==> config.mk <==
export PLATFORM = sky130hd
export DESIGN_NAME = nxt_disp_mod
export DESIGN_NICKNAME = d
export VERILOG_FILES = /design/src/rtl/nxt_disp_pkg.sv /design/src/rtl/nxt_idisp_table.sv /design/src/rtl/nxt_acsrc_table.sv /design/src/rtl/nxt_cond_mod.sv /design/src/rtl/nxt_disp_mod.sv
export SDC_FILE = /design/constraint.sdc
export NUM_CORES = 1
export LEC_CHECK = 0
export BUFFER_PORTS_ARGS = -buffer_cell sky130_fd_sc_hd__buf_2
export CAP_MARGIN = 20
export CORE_MARGIN = 2
export CORE_UTILIZATION = 50
export CTS_CLUSTER_DIAMETER = 30
export DETAILED_ROUTE_END_ITERATION = 8
export GPL_TIMING_DRIVEN = 0
export HOLD_SLACK_MARGIN = 0.1
export PLACE_DENSITY_LB_ADDON = 0.1
export SLEW_MARGIN = 20
export SYNTH_ARGS = -nofsm -noshare
export SYNTH_HDL_FRONTEND = slang
export SYNTH_SLANG_ARGS = --single-unit
==> constraint.sdc <==
create_clock -name clk -period 5.3 [get_ports clk]
set_clock_uncertainty 0.05 [all_clocks]
set_input_delay 0 -clock clk [delete_from_list [all_inputs] [get_ports clk]]
set_output_delay 0 -clock clk [all_outputs]
set_load 0.005 [all_outputs]
==> src/rtl/nxt_disp_pkg.sv <==
package nxt_disp_pkg;

  typedef enum logic [3:0] {
    FN_NONE    = 4'd0,
    FN_LOAD_IR = 4'd1,
    FN_IDISP   = 4'd2,
    FN_ACSRC   = 4'd3,
    FN_BUSODD  = 4'd4,
    FN_BUSZERO = 4'd5,
    FN_BUSDISP = 4'd6,
    FN_SHNEG   = 4'd7,
    FN_SHZERO  = 4'd8,
    FN_ALUCY   = 4'd9
  } fn_e;

  // complement of a two-bit shift field, used by arithmetic words
  function automatic logic [3:0] shift_compl(input logic [1:0] sh);
    return 4'd3 - {2'b00, sh};
  endfunction

endpackage

==> src/rtl/nxt_idisp_table.sv <==
module nxt_idisp_table
  import nxt_disp_pkg::*;
#(
  parameter int W_DATA = 16,
  parameter int W_MOD  = 10
) (
  input  logic [W_DATA-1:0] ir,
  output logic [W_MOD-1:0]  mod
);
  localparam int B0 = W_DATA - 1;   // field bit 0 is the MSB

  logic [1:0] grp;
  logic [3:0] sub;
  logic [3:0] val;
  logic       unused_low;

  assign grp = ir[B0-1 -: 2];
  assign sub = ir[B0-4 -: 4];
  assign unused_low = ^ir[B0-10:0];

  always_comb begin
    if (ir[B0]) begin
      val = shift_compl(ir[B0-8 -: 2]);
    end else begin
      unique case (grp)
        2'd0: val = {2'b00, ir[B0-3 -: 2]};
        2'd1: val = 4'd4;
        2'd2: val = 4'd5;
        default: begin
          unique case (sub)
            4'd0:    val = 4'd1;
            4'd1:    val = 4'd0;
            4'd6:    val = 4'd14;
            4'd14:   val = 4'd6;
            default: val = sub;
          endcase
        end
      endcase
    end
    mod = '0;
    mod[3:0] = val;
  end

endmodule

==> src/rtl/nxt_acsrc_table.sv <==
module nxt_acsrc_table
  import nxt_disp_pkg::*;
#(
  parameter int W_DATA = 16,
  parameter int W_MOD  = 10
) (
  input  logic [W_DATA-1:0] ir,
  output logic [W_MOD-1:0]  mod
);
  localparam int B0 = W_DATA - 1;

  logic [1:0] grp;
  logic [4:0] opc;
  logic [3:0] val;
  logic       unused_low;

  assign grp = ir[B0-1 -: 2];
  assign opc = ir[B0-3 -: 5];
  assign unused_low = ^ir[B0-10:0];

  always_comb begin
    if (ir[B0]) begin
      val = shift_compl(ir[B0-8 -: 2]);
    end else if (grp != 2'd3) begin
      val = {3'b000, ir[B0-5]};
    end else begin
      unique case (opc)
        5'd0:    val = 4'd2;
        5'd1:    val = 4'd5;
        5'd2:    val = 4'd3;
        5'd3:    val = 4'd6;
        5'd4:    val = 4'd7;
        5'd9:    val = 4'd4;
        5'd10:   val = 4'd4;
        5'd14:   val = 4'd1;
        5'd31:   val = 4'd15;
        default: val = 4'd14;
      endcase
    end
    mod = '0;
    mod[3:0] = val;
  end

endmodule

==> src/rtl/nxt_cond_mod.sv <==
module nxt_cond_mod
  import nxt_disp_pkg::*;
#(
  parameter int W_DATA = 16,
  parameter int W_MOD  = 10
) (
  input  logic [3:0]        fn_code,
  input  logic [W_DATA-1:0] bus,
  input  logic [W_DATA-1:0] shift_out,
  input  logic              carry_q,
  output logic [W_MOD-1:0]  mod
);
  localparam int B0 = W_DATA - 1;

  always_comb begin
    mod = '0;
    case (fn_code)
      FN_LOAD_IR: begin
        mod[3]   = bus[B0];
        mod[2:0] = bus[B0-5 -: 3];
      end
      FN_BUSODD:  mod[0] = bus[0];
      FN_BUSZERO: mod[0] = (bus == '0);
      FN_BUSDISP: mod    = bus[W_MOD-1:0];
      FN_SHNEG:   mod[0] = shift_out[B0];
      FN_SHZERO:  mod[0] = (shift_out == '0);
      FN_ALUCY:   mod[0] = carry_q;
      default:    mod    = '0;
    endcase
  end

endmodule

==> src/rtl/nxt_disp_mod.sv <==
module nxt_disp_mod
  import nxt_disp_pkg::*;
#(
  parameter int W_DATA = 16,
  parameter int W_MOD  = 10
) (
  input  logic              clk,
  input  logic              rst,
  input  logic [3:0]        fn_code,
  input  logic [W_DATA-1:0] bus,
  input  logic [W_DATA-1:0] shift_out,
  input  logic              alu_carry,
  input  logic              load_l,
  input  logic              skip_set,
  input  logic [W_MOD-1:0]  next_field,
  output logic [W_MOD-1:0]  next_upc,
  output logic [W_DATA-1:0] ir_out,
  output logic              skip_out
);
  logic [W_MOD-1:0]  mod_q, mod_d;
  logic [W_MOD-1:0]  idisp_m, acsrc_m, cond_m;
  logic [W_DATA-1:0] ir_q;
  logic              skip_q, carry_q;

  nxt_idisp_table #(.W_DATA(W_DATA), .W_MOD(W_MOD)) u_idisp (
    .ir(ir_q), .mod(idisp_m));

  nxt_acsrc_table #(.W_DATA(W_DATA), .W_MOD(W_MOD)) u_acsrc (
    .ir(ir_q), .mod(acsrc_m));

  nxt_cond_mod #(.W_DATA(W_DATA), .W_MOD(W_MOD)) u_cond (
    .fn_code(fn_code), .bus(bus), .shift_out(shift_out),
    .carry_q(carry_q), .mod(cond_m));

  always_comb begin
    case (fn_code)
      FN_IDISP: mod_d = idisp_m;
      FN_ACSRC: mod_d = acsrc_m;
      default:  mod_d = cond_m;
    endcase
  end

  always_ff @(posedge clk) begin
    if (rst) begin
      mod_q   <= '0;
      ir_q    <= '0;
      skip_q  <= 1'b0;
      carry_q <= 1'b0;
    end else begin
      mod_q <= mod_d;
      if (fn_code == FN_LOAD_IR) ir_q <= bus;
      if (fn_code == FN_LOAD_IR) skip_q <= 1'b0;
      else if (skip_set)         skip_q <= 1'b1;
      if (load_l) carry_q <= alu_carry;
    end
  end

  assign next_upc = next_field | mod_q;
  assign ir_out   = ir_q;
  assign skip_out = skip_q;

  // an idle function leaves the following NEXT untouched
  a_r2_idle_clears: assert property (@(posedge clk) disable iff (rst)
    (fn_code == FN_NONE) |=> (next_upc == next_field));

  a_r3_ir_capture: assert property (@(posedge clk) disable iff (rst)
    (fn_code == FN_LOAD_IR) |=> (ir_out == $past(bus)));

  a_r4_skip_clear: assert property (@(posedge clk) disable iff (rst)
    (fn_code == FN_LOAD_IR) |=> !skip_out);

  a_r12_carry_hold: assert property (@(posedge clk) disable iff (rst)
    !load_l |=> $stable(carry_q));

  a_r12_alucy_old: assert property (@(posedge clk) disable iff (rst)
    (fn_code == FN_ALUCY) |=> (mod_q == {{(W_MOD-1){1'b0}}, $past(carry_q)}));

  a_r10_busodd: assert property (@(posedge clk) disable iff (rst)
    (fn_code == FN_BUSODD) |=> (mod_q == {{(W_MOD-1){1'b0}}, $past(bus[0])}));

  a_r13_unused_inert: assert property (@(posedge clk) disable iff (rst)
    (fn_code >= 4'd10) |=> (mod_q == '0 && $stable(ir_q)));

endmodule

==> impl_metrics.toml <==
[run_status]
run_status = "completed"

[power]
ir_worst_vdd_v = 0.000169
p_leak_nw = 1.12
powerDensity_nw_per_um2 = 210

[finish]
fill_cells = 284
fin_nets = 373
area_growth_syn_to_layout_pct = 43.8
num_antenna_cells = 0
instances_no_fill = 361
layout_commonest_cell = "buf_2"
mostFrequentLayoutCells = "buf_2, nand2_1, dfxtp_1"
drive_gt1_share_pct = 31.7

[cts]
clk_pin_slew_worst_paths_ns = 0.12
cts_max_level = 2
post_cts_resize_count = 0
clkSinkCount = 32
postCtsHoldBufs = 26
cts_tree = "built"
clk_latency_ns = 0.35
cts_root_buffer = "clkbuf_4"
cts_setup_buffers = 0
cts_inserted_buffers = 5
cts.path.max_buffers = 2

[sta]
setup_tns_ns = 0
tightest_slew_ns = 0.625
rsz0062_at_grt = "no"
relSlewSlack_pct = 58.2
max_freq_mhz = 365
drv_slew = 0
finalCritPeriodShare_pct = 51.7
setup_violations = 0
hold_viol = 0
post-route-min-period_ns = 2.74

[logic_synthesis]
synth.mux.area_fraction_pct = 5.72
synth_top_family_by_area = "simple AND/OR/NAND/NOR gates"
syn_inst = 209
syn_area_sq_um = 1730
ys_types = 42
synth-xor-area-share_pct = 1.01
yosys_register_bits = 32
synth_compound_area_share_pct = 14.8
synth_fp_nets = 268
syn_area_per_cell_sq_um = 8.27
yosysSeqAreaShare_pct = 37.0
yosysWarnings = 0
yosys.area_share.simple_pct = 29.9
synth_fa_ha_area_share_pct = 5.79

[drt]
vias_per_cell = 5.16
drcViolationCount = 0
ant_nets = 0
vias = 1862
routed_wl_microns = 4840
drt_iter0_markers = 92
first_pass_iters = 4
wl_per_cell_microns = 13.4

[floorplanning]
die_x_microns = 62.8
fp.dieH_microns = 62.8
initial_core_util_pct = 51.8
top_level_ports = 78
design.core.area_sq_um = 3340
die-area_sq_um = 3940
row_count = 21

[flow_run]
maxCapViolCount = 0

[worst_setup_path]
path_max_fanout = 9
worstSetupStartpoint = "fn_code[1]"
cp-end-kind = "register"
crit_type = "input port to register"
critPathLaunchType = "input port"
r2r_slack_ns = 2.87
arrival_ns = 2.91
required_ns = 5.47
r2r-start = "ir_out[14]"

[grt]
overflow = 0
antenna_found_initial = 0
grtUsageTotal_pct = 25.7
grt_pass1_wl_microns = 7930
grt_start_max_net_pins = 12
grt_pass1_vias = 1760

[placed_design]
dp.cells = 327
io_buffer_count = 72
hpwlAfterDp_microns = 3280
place.gp.congestion = 0.822

[hold_path]
min_from = "shift_out[4]"
hold_class = "input port to register"
## layout make-up
type	count	area [sq um]	share of cell area, %
multi-input cells	157	988	39.7
well taps	46	57.6	2.31
repair buffers	98	621	24.9
clock inverters	3	42.5	1.71
plain buffers	12	70.1	2.82
flip-flops and latches	32	641	25.8
inverters	8	30.0	1.21
clock buffers	5	37.5	1.51
## synth_stat cells
cell	instances	area, sq um
buf_2	1	5.00
nor4_1	8	50.1
nor4b_4	1	23.8
dfxtp_1	32	641
nand3b_1	1	7.51
mux2i_4	1	22.5
or2_2	10	62.6
xnor2_1	1	8.76
clkbuf_1	7	26.3
a21oi_1	18	90.1
a211oi_1	1	7.51
nor2b_1	2	12.5
nand2_1	37	139
xor2_1	1	8.76
a31oi_1	6	37.5
inv_1	8	30.0
o31ai_1	1	7.51
nor2_1	10	37.5
o21ai_0	7	35.0
mux2i_1	5	50.1
ha_1	8	100
o32ai_1	1	8.76
mux2_2	1	11.3
o21ai_1	1	5.00
nor3b_1	3	22.5
a21boi_0	1	7.51
and2_1	6	37.5
or4b_1	1	10.0
a2111oi_0	2	17.5
mux2_4	1	15.0
and2b_4	1	10.0
a21o_1	2	15.0
and4b_1	1	10.0
nor3_1	2	10.0
a22oi_1	2	15.0
a32oi_1	1	8.76
buf_6	3	33.8
and3b_1	2	17.5
nand3_1	6	30.0
nor4b_1	2	17.5
clkbuf_2	1	5.00
nand2b_1	3	18.8
## metrics by stage
| step | hold WS, ns | worst slack, ns | power, mW | area (sq um) | utilization [%] |
|---|---|---|---|---|---|
| after global placement | 0.192 | 2.75 | 0.324 | 2150 | 64.3 |
| after global routing | 0.144 | 2.31 | 0.549 | 2490 | 74.5 |
| final | 0.109 | 2.56 | 0.523 | 2490 | 74.5 |
| after floorplan | 0.0354 | 3.19 | 0.291 | 1730 | - |
| after CTS | 0.107 | 2.59 | 0.524 | 2490 | 74.5 |
| after detailed placement | 0.194 | 2.72 | 0.325 | 2150 | 64.3 |
## logic make-up after synthesis
family                     Yosys count
buffers and inverters               20
adders and majority gates            8
and+or+nand+nor                     96
xor gates and xnor gates             2
DFF                                 32
muxes                                8
AOI/OAI and AO/OA                   43
## metal layers
metal | GRT usage [%] | vias up | wire, microns
met4 | 10.0 | 0 | 82
met2 | 45.3 | 66 | 2430
met5 | 0 | - | 0
li1 | - | 934 | -
met3 | 6.67 | 9 | 252
met1 | 29.6 | 853 | 2080
## power by group
part / internal (mW) / switching (mW)
clock: 0.0983 / 0.0890
combinational: 0.0466 / 0.0382
sequential: 0.247 / 0.00360
## worst max-delay path: stages
cell,delay [ns]
dlygate4sd3_1,0.56
buf_6,0.15
nor4b_4,0.53
nand2_1,0.22
a21oi_1,0.33
inv_1,0.14
ha_1,0.24
nor4b_1,0.30
a31oi_1,0.08
a31oi_1,0.25
o32ai_1,0.12
## final timing paths
check | endpoint | depth (start not counted)
setup / recovery | register | 11
hold / removal | mod_q[0] | 6
setup reg to reg | mod_q[1] | 8
hold reg to reg | ir_out[2] | 2
(Power assumes the default switching activity.)
